--- src/rtl/fpm_pkg.sv ---
package fpm_pkg;

    typedef enum logic [1:0] {
        RM_NEAR_EVEN = 2'b00,
        RM_TO_ZERO   = 2'b01,
        RM_TO_POS    = 2'b10,
        RM_TO_NEG    = 2'b11
    } rmode_e;

    typedef enum logic [1:0] {
        CL_ZERO,
        CL_NORM,
        CL_INF,
        CL_NAN
    } opclass_e;

    typedef enum logic [1:0] {
        RK_NORMAL,
        RK_ZERO,
        RK_INF,
        RK_NAN
    } rkind_e;

endpackage

--- src/rtl/fpm_unpack.sv ---
module fpm_unpack
    import fpm_pkg::*;
#(
    parameter int EXP_W  = 8,
    parameter int FRAC_W = 23
) (
    input  logic [EXP_W+FRAC_W:0] opnd,
    output logic                  sgn,
    output logic [EXP_W-1:0]      expo,
    output logic [FRAC_W:0]       sig,
    output opclass_e              cls
);
    localparam int W = EXP_W + FRAC_W + 1;

    logic [EXP_W-1:0]  exp_f;
    logic [FRAC_W-1:0] frac_f;

    always_comb begin
        sgn    = opnd[W-1];
        exp_f  = opnd[W-2:FRAC_W];
        frac_f = opnd[FRAC_W-1:0];
        expo   = exp_f;
        sig    = '0;
        if (exp_f == '0) begin
            cls = CL_ZERO;               // subnormals count as zero
        end else if (&exp_f) begin
            cls = (frac_f == '0) ? CL_INF : CL_NAN;
        end else begin
            cls = CL_NORM;
            sig = {1'b1, frac_f};
        end
    end
endmodule

--- src/rtl/fpm_round_pack.sv ---
module fpm_round_pack
    import fpm_pkg::*;
#(
    parameter int EXP_W  = 8,
    parameter int FRAC_W = 23
) (
    input  logic                       sgn,
    input  rkind_e                     kind,
    input  rmode_e                     mode,
    input  logic [2*(FRAC_W+1)-1:0]    prod,
    input  logic signed [EXP_W+1:0]    exp_sum,
    output logic [EXP_W+FRAC_W:0]      result,
    output logic                       ovf,
    output logic                       unf
);
    localparam int SIG_W  = FRAC_W + 1;
    localparam int PROD_W = 2 * SIG_W;
    localparam int XW     = EXP_W + 2;
    localparam int W      = EXP_W + FRAC_W + 1;
    localparam logic signed [XW-1:0] EXP_TOP = XW'((2 ** EXP_W) - 1);
    localparam logic signed [XW-1:0] EXP_MIN = XW'(1);
    localparam logic [W-1:0] QNAN =
        {1'b0, {EXP_W{1'b1}}, 1'b1, {(FRAC_W-1){1'b0}}};

    logic                    hi;
    logic [PROD_W-1:0]       norm;
    logic [FRAC_W-1:0]       mant;
    logic                    g_bit, r_bit, s_bit, inexact, up;
    logic [FRAC_W:0]         rounded;
    logic signed [XW-1:0]    exp_n, exp_f;
    logic                    to_inf;

    always_comb begin
        hi      = prod[PROD_W-1];
        norm    = hi ? prod : (prod << 1);
        mant    = norm[PROD_W-2 -: FRAC_W];
        g_bit   = norm[PROD_W-2-FRAC_W];
        r_bit   = norm[PROD_W-3-FRAC_W];
        s_bit   = |norm[PROD_W-4-FRAC_W:0];
        inexact = g_bit | r_bit | s_bit;
        exp_n   = exp_sum + XW'(hi);

        unique case (mode)
            RM_NEAR_EVEN: up = g_bit & (r_bit | s_bit | mant[0]);
            RM_TO_ZERO:   up = 1'b0;
            RM_TO_POS:    up = ~sgn & inexact;
            RM_TO_NEG:    up = sgn & inexact;
        endcase

        rounded = {1'b0, mant} + (FRAC_W+1)'(up);
        exp_f   = exp_n + XW'(rounded[FRAC_W]);
        to_inf  = (mode == RM_NEAR_EVEN) | ((mode == RM_TO_POS) & ~sgn)
                | ((mode == RM_TO_NEG) & sgn);

        ovf    = 1'b0;
        unf    = 1'b0;
        result = {sgn, {(W-1){1'b0}}};
        unique case (kind)
            RK_NAN:  result = QNAN;
            RK_INF:  result = {sgn, {EXP_W{1'b1}}, {FRAC_W{1'b0}}};
            RK_ZERO: result = {sgn, {(W-1){1'b0}}};
            RK_NORMAL: begin
                if (exp_f >= EXP_TOP) begin
                    ovf    = 1'b1;
                    result = to_inf ? {sgn, {EXP_W{1'b1}}, {FRAC_W{1'b0}}}
                                    : {sgn, {(EXP_W-1){1'b1}}, 1'b0, {FRAC_W{1'b1}}};
                end else if (exp_f < EXP_MIN) begin
                    unf    = 1'b1;
                    result = {sgn, {(W-1){1'b0}}};
                end else begin
                    result = {sgn, exp_f[EXP_W-1:0], rounded[FRAC_W-1:0]};
                end
            end
        endcase
    end
endmodule

--- src/rtl/fpm_mul.sv ---
module fpm_mul
    import fpm_pkg::*;
#(
    parameter int EXP_W  = 8,
    parameter int FRAC_W = 23
) (
    input  logic                     clk,
    input  logic                     rst_n,
    input  logic [EXP_W+FRAC_W:0]    op_a,
    input  logic [EXP_W+FRAC_W:0]    op_b,
    input  logic [1:0]               rnd_mode,
    output logic [EXP_W+FRAC_W:0]    product,
    output logic                     ovf_flag,
    output logic                     unf_flag
);
    localparam int W      = EXP_W + FRAC_W + 1;
    localparam int SIG_W  = FRAC_W + 1;
    localparam int PROD_W = 2 * SIG_W;
    localparam int XW     = EXP_W + 2;
    localparam int BIAS   = (2 ** (EXP_W - 1)) - 1;

    // stage 1: unpack, classify, multiply
    logic [W-1:0]       opnd [2];
    logic               sgn_u  [2];
    logic [EXP_W-1:0]   exp_u  [2];
    logic [SIG_W-1:0]   sig_u  [2];
    opclass_e           cls_u  [2];

    assign opnd[0] = op_a;
    assign opnd[1] = op_b;

    for (genvar i = 0; i < 2; i++) begin : g_unpack
        fpm_unpack #(.EXP_W(EXP_W), .FRAC_W(FRAC_W)) u_unpack (
            .opnd (opnd[i]),
            .sgn  (sgn_u[i]),
            .expo (exp_u[i]),
            .sig  (sig_u[i]),
            .cls  (cls_u[i])
        );
    end

    rkind_e                kind_c;
    logic [PROD_W-1:0]     prod_c;
    logic signed [XW-1:0]  exp_c;

    always_comb begin
        prod_c = PROD_W'(sig_u[0]) * PROD_W'(sig_u[1]);
        exp_c  = XW'(exp_u[0]) + XW'(exp_u[1]) - XW'(BIAS);
        if ((cls_u[0] == CL_NAN) || (cls_u[1] == CL_NAN)
            || ((cls_u[0] == CL_ZERO) && (cls_u[1] == CL_INF))
            || ((cls_u[0] == CL_INF) && (cls_u[1] == CL_ZERO)))
            kind_c = RK_NAN;
        else if ((cls_u[0] == CL_INF) || (cls_u[1] == CL_INF))
            kind_c = RK_INF;
        else if ((cls_u[0] == CL_ZERO) || (cls_u[1] == CL_ZERO))
            kind_c = RK_ZERO;
        else
            kind_c = RK_NORMAL;
    end

    logic                  s1_sgn;
    rkind_e                s1_kind;
    rmode_e                s1_mode;
    logic [PROD_W-1:0]     s1_prod;
    logic signed [XW-1:0]  s1_exp;

    always_ff @(posedge clk or negedge rst_n) begin
        if (!rst_n) begin
            s1_sgn  <= 1'b0;
            s1_kind <= RK_ZERO;
            s1_mode <= RM_NEAR_EVEN;
            s1_prod <= '0;
            s1_exp  <= '0;
        end else begin
            s1_sgn  <= sgn_u[0] ^ sgn_u[1];
            s1_kind <= kind_c;
            s1_mode <= rmode_e'(rnd_mode);
            s1_prod <= prod_c;
            s1_exp  <= exp_c;
        end
    end

    // stage 2: normalise, round, pack
    logic [W-1:0] res_c;
    logic         ovf_c, unf_c;

    fpm_round_pack #(.EXP_W(EXP_W), .FRAC_W(FRAC_W)) u_round (
        .sgn     (s1_sgn),
        .kind    (s1_kind),
        .mode    (s1_mode),
        .prod    (s1_prod),
        .exp_sum (s1_exp),
        .result  (res_c),
        .ovf     (ovf_c),
        .unf     (unf_c)
    );

    always_ff @(posedge clk or negedge rst_n) begin
        if (!rst_n) begin
            product  <= '0;
            ovf_flag <= 1'b0;
            unf_flag <= 1'b0;
        end else begin
            product  <= res_c;
            ovf_flag <= ovf_c;
            unf_flag <= unf_c;
        end
    end
endmodule

--- config.mk ---
export PLATFORM = sky130hd
export DESIGN_NAME = fpm_mul
export DESIGN_NICKNAME = d
export VERILOG_FILES = /design/src/rtl/fpm_pkg.sv /design/src/rtl/fpm_unpack.sv /design/src/rtl/fpm_round_pack.sv /design/src/rtl/fpm_mul.sv
export SDC_FILE = /design/constraint.sdc
export NUM_CORES = 2
export LEC_CHECK = 0
export BUFFER_PORTS_ARGS = -buffer_cell sky130_fd_sc_hd__buf_4
export CELL_PAD_IN_SITES_DETAIL_PLACEMENT = 1
export CELL_PAD_IN_SITES_GLOBAL_PLACEMENT = 2
export CORE_ASPECT_RATIO = 1.2
export CORE_MARGIN = 3
export CORE_UTILIZATION = 35
export DETAILED_ROUTE_END_ITERATION = 10
export PLACE_DENSITY_LB_ADDON = 0.1
export SYNTH_ARGS = -nofsm -noshare
export SYNTH_HDL_FRONTEND = slang
export SYNTH_SLANG_ARGS = --single-unit
--- constraint.sdc ---
create_clock -name clk -period 9.4 [get_ports clk]
set_clock_uncertainty 0.05 [all_clocks]
set_input_delay 0.94 -clock clk [delete_from_list [all_inputs] [get_ports clk]]
set_output_delay 0.94 -clock clk [all_outputs]
set_load 0.01 [all_outputs]
* Word-level counts from Yosys, hierarchy flattened
Index checks and enable logic that the tools add are counted.
Storage, ports and cells: bits in registers 97, bits in latches 0, memory bits (writable) 0, memory bits (read-only) 0, bits of input ports 68, word-level logic and storage cells 81, memories kept 0
Operators by class: add/sub/neg operators 5, multiply operators 1, divide/modulo/power cells 0, $lt $le $gt $ge 2, equality and inequality tests 10, shift operators 0, muxes and demuxes 24, bitwise operators 13, reduce and logical (&&, ||, !) cells 18
Operator list (number):
- $pmux W32 S4 | 1
- $mux W24 | 5
- $mux W31 | 2
- $mul A24 B24 Y48 | 1
- $mux W47 | 1
- $logic_not A23 Y1 | 2
- $add A23 B1 Y24 | 1
- $reduce_or A22 Y1 | 1
- $add A10 B1 Y10 | 2
- $eq A2 B2 Y1 const B | 8
- $logic_not A8 Y1 | 2
- $reduce_and A8 Y1 | 2
- $mux W2 | 6
- $ge A10 B9 Y1 const B | 1
- $lt A10 B2 Y1 const B | 1
- $sub A9 B7 Y10 const B | 1
- $add A8 B8 Y9 | 1
- $logic_not A2 Y1 | 4
- $mux W1 | 8
- $or A1 B1 Y1 | 6
- $and A1 B1 Y1 | 5
- $logic_or A1 B1 Y1 | 5
- $eq A2 B1 Y1 const B | 2
- $pmux W1 S4 | 1
- other kinds (3) | 4

* Depth between registers and ports, before layout
depth after elaboration 12, mapped depth 33, gate-level depth less buffers 29

* Modules after synthesis
From an unflattened synthesis, not the netlist that was laid out.
Second synthesis, totals: cells, all modules 2751, area, all modules 24821.3 µm²
Modules (own cells, without submodules):
- fpm_mul | instances 1, cells each 2354, area an instance 22105.0 µm², sequential area each 2428.6 µm²
- fpm_round_pack | instances 1, cells each 295, area an instance 1923.1 µm², sequential area each 0.0 µm²
- fpm_unpack | instances 2, cells each 51, area an instance 396.6 µm², sequential area each 0.0 µm²

* Least setup slack after synthesis
Ideal clock, no wire load.
path type input to register, start input op_b[23], end register s1_prod[30], library setup time 80 ps, arrival time 8110 ps, data required time 9270 ps, setup slack 1160 ps, stages 32, buffers on the path 3, cells stage by stage nand4_1 > nor2_1 > or2_1 > nor2_1 > clkbuf_1 > clkbuf_1 > and2_1 > clkbuf_1 > nand2_1 > fa_1 > inv_1 > fa_1 > inv_1 > fa_1 > inv_1 > fa_1 > inv_1 > fa_1 > inv_1 > fa_1 > inv_1 > fa_1 > inv_1 > ha_1 > or3_1 > a211oi_1 > o31ai_1 > o31a_1 > a311o_1 > a21o_1 > a21oi_1 > xnor2_1
On the way: cells in the longest elaborated chain, start to end 4, elaborated cells between the ends (all ways) 5
Ends and longest elaborated chain:
- start, declared | line fpm_mul.sv:10 | input logic [EXP_W+FRAC_W:0] op_b,
- $reduce_and A8 Y1 | line fpm_unpack.sv:26 | end else if (&exp_f) begin
- $mux W24 | line fpm_unpack.sv:26
- $mux W24 * | line fpm_unpack.sv:24 | if (exp_f == '0) begin
- $mul A24 B24 Y48 * | line fpm_mul.sv:47 | prod_c = PROD_W'(sig_u[0]) * PROD_W'(sig_u[1]);
- named net prod_c[30] | line fpm_mul.sv:43 | logic [PROD_W-1:0] prod_c;
- end signal, assigned | line fpm_mul.sv:78 | s1_prod <= prod_c;
- end, declared | line fpm_mul.sv:64 | logic [PROD_W-1:0] s1_prod;
Mark *: on every way through the listed nets, which the timed path passes. The rest lies on a longest branch.

* Final worst setup path
start input op_b[25], end register s1_prod[46]
Same word-level chain as after synthesis.

==> out/metrics.json <==
{
  "row_count": 104,
  "clkSlewWorstSetupHoldPaths_ps": 60,
  "wire_length_of_the_first_global_routing_pass_um": 131000,
  "clock_tree.root_cell": "clkbuf_16",
  "slew_headroom_pct": 25.6,
  "synth_async_sr_flop_share_pct": 100,
  "globalRoute.totalOverflow": 0,
  "critPathMaxStageDelay_ps": 550,
  "synthesis.instances": 2659,
  "critical_path.endpoint_type": "flop",
  "grt_pass1_vias": 21294,
  "antenna_violations_before_repair": 3,
  "clkSinkCount": 97,
  "seqCellArea_mm2": 0.00243,
  "layout-drive-gt1-share_pct": 7.51,
  "area_share_of_the_leading_cell_type_in_the_synthesized_netlist_pct": 40.5,
  "cts_buffer_depth": 2,
  "die_h_um": 292,
  "cp_common_cell": "fa_1",
  "cts.htree.levels": 3,
  "rsz0062_at_grt": "no",
  "final_antenna_net_count": 0,
  "syn_to_final_growth_pct": 9.48,
  "report.final.hold_viol_count": 0,
  "routed_wire_length_per_instance_um": 23.6,
  "crit_path_start_kind": "input pin",
  "status": "finished clean",
  "cts_inserted_buffers": 9,
  "postSynthNetCount": 3404,
  "post-synth-top-area-cell": "fa_1",
  "timing.critical_path.required_ps": 9570,
  "first_iter_violations": 810,
  "final_std_cells_w_o_fill": 3591,
  "final_nets": 3430,
  "synth.yosys.warnings": 0,
  "dp_hpwl_um": 67300,
  "worst-setup-path-type": "in -> reg",
  "initial_utilization_pct": 35.5,
  "critical_path_slowest_stage_cell": "fa_1",
  "dominantRegCellSynth": "dfrtp_1",
  "totalNegativeSetupSlack_ps": 0,
  "portBuffers": 101,
  "filler_instances": 7833,
  "tightestPinTransition_ps": 1110,
  "post_cts.resized_instances": 0,
  "hold_class": "in -> async",
  "die_width_um": 245,
  "setup_viol": 0,
  "boundaryPins": 102,
  "critPathMaxFanout": 78,
  "dp.cells": 3571,
  "worst_skew_pair.late_latency_ps": 350,
  "maxCapViolations": 0,
  "remaining_drc_errors": 0,
  "post_synth_main_area_contributors": "fa_1, ha_1, dfrtp_1",
  "max_freq_mhz": 117,
  "via_per_inst": 5.15,
  "cp_data_arrival_time_ps": 8730,
  "vias": 18478,
  "synth_edf_count": 0,
  "drt_first_pass_iters": 5,
  "antenna_cells_inserted": 0,
  "grt_util_all_layers_pct": 24.2,
  "multi_input_comb_area_mm2": 0.0187,
  "yosys_register_bits": 97,
  "area_enclosed_by_the_die_boundary_mm2": 0.0715,
  "grt_max_degree": 79,
  "synth.cell_area_mm2": 0.0239,
  "yosys.cell_types.count": 69,
  "yosys-top-cells-count": "inv_1, fa_1, nand2_1",
  "detail_route.wirelength_um": 84600,
  "tritoncts": "done",
  "synth.yosys.seq_area_share_pct": 10.2,
  "period_share_pct": 91.1,
  "timing_max_transition_violations_final": 0,
  "top_count_cell_post_synth": "inv_1",
  "period_needed_ps": 8560,
  "gp_routability_congestion": 0.874,
  "design.core.area_mm2": 0.0674,
  "mean_syn_cell_area_um2": 8.99
}
cell families (layout without fill, tap and decap cells):
family                     count (synthesis)  in the layout  share of synthesized area, %
and+or+nand+nor                          843            843                          18.2
buffers and inverters                    729            760                          11.5
adders and majority gates                677            677                          50.6
AOI/OAI and AO/OA                        209            209                          5.64
DFF                                       97             97                          10.2
xor gates and xnor gates                  87             87                          3.19
muxes                                     17             17                         0.722
cell type report:
type | instances | share of cell area, %
Clock buffer | 12 | 0.942
Clock inverter | 4 | 0.292
Multi-Input combinational cell | 1833 | 71.6
Sequential cell | 97 | 9.28
Timing Repair Buffer | 176 | 5.43
Inverter | 568 | 8.15
Tap cell | 901 | 4.31
cell usage in the layout, fill, tap and decap left out, types with 3 or more instances in the layout:
| cell type | netlist | routed |
|---|---|---|
| a211oi_1 | 6 | 6 |
| nor4_1 | 21 | 21 |
| mux2i_1 | 15 | 15 |
| nor3b_1 | 3 | 3 |
| dfrtp_1 | 96 | 95 |
| o211ai_1 | 8 | 8 |
| a2111o_1 | 4 | 4 |
| fa_1 | 484 | 484 |
| xnor2_1 | 57 | 57 |
| o21ai_1 | 12 | 12 |
| and2_1 | 40 | 40 |
| a21oi_1 | 80 | 80 |
| buf_4 | 1 | 168 |
| o21ai_0 | 15 | 15 |
| nand2b_1 | 7 | 7 |
| a211o_1 | 4 | 4 |
| a31oi_1 | 8 | 8 |
| nor2b_1 | 13 | 13 |
| nand3_1 | 52 | 52 |
| o21bai_1 | 20 | 20 |
| nor3_1 | 19 | 19 |
| inv_1 | 568 | 568 |
| buf_12 | 0 | 8 |
| clkbuf_16 | 0 | 9 |
| ha_1 | 193 | 193 |
| nor2_1 | 65 | 64 |
| o21a_1 | 3 | 3 |
| a21o_1 | 20 | 20 |
| nand4_1 | 23 | 23 |
| nand2_1 | 294 | 294 |
| a221oi_1 | 4 | 4 |
| xor2_1 | 30 | 30 |
| and3_1 | 287 | 287 |
| o31ai_1 | 4 | 4 |
final timing paths:
path | slack [ps] | endpoint | start | cells after the start
worst max-delay path | 840 | s1_prod[46] | op_b[25] | 32
worst min-delay path | 500 | s1_prod[42] | rst_n | 1
worst max register to register | 2470 | product[2] | s1_prod[47] | 20
worst min register to register | 530 | product[31] | s1_sgn | 1
max in group asynchronous | 7700 | product[27] | rst_n | 2
min in group clk | 530 | product[31] | s1_sgn | 1
registers in the layout (all words and copies together) (netlist names):
name      count
s1_prod      48
product      32
s1_exp       10
s1_kind       2
s1_mode       2
ovf_flag      1
s1_sgn        1
unf_flag      1
what timing repair did:
action                                  CTS  global route
hold buffers                              0             0
endpoints found under the setup margin    0             1
hold endpoints to repair                  0             0
setup buffers                             0             4
critical path, delay by kind of cell:
kind | cells | cell delay (ps)
AOI/OAI and AO/OA | 5 | 1100
and+or+nand+nor | 8 | 1720
adders and majority gates | 8 | 3840
buffers and inverters | 11 | 1080
metrics by stage:
stage | setup slack, ps | area (µm²) | hold slack [ps] | util [%]
after detailed placement | 5.42 | 25800 | 534 | 38.3
after CTS | 351 | 26100 | 512 | 38.7
after global placement | 57.3 | 25800 | 524 | 38.3
after global routing | 349 | 26200 | 530 | 38.8
after floorplan | 1160 | 23900 | 421 | -
final | 838 | 26200 | 501 | 38.8
layer usage:
layer  part of all wire, %  up-vias  GRT usage, %  routed length (µm)
met1                    44     9693          31.9               36900
met5                     0        -             0                   0
met2                    50      402          43.1               42100
met3                   4.4       73          2.53                3710
li1                      -     8310             -                   -
met4                   2.1        0          5.26                1810
Power is not shown: default switching activity piles up to over one toggle a cycle in this logic, so the estimate is an artifact.
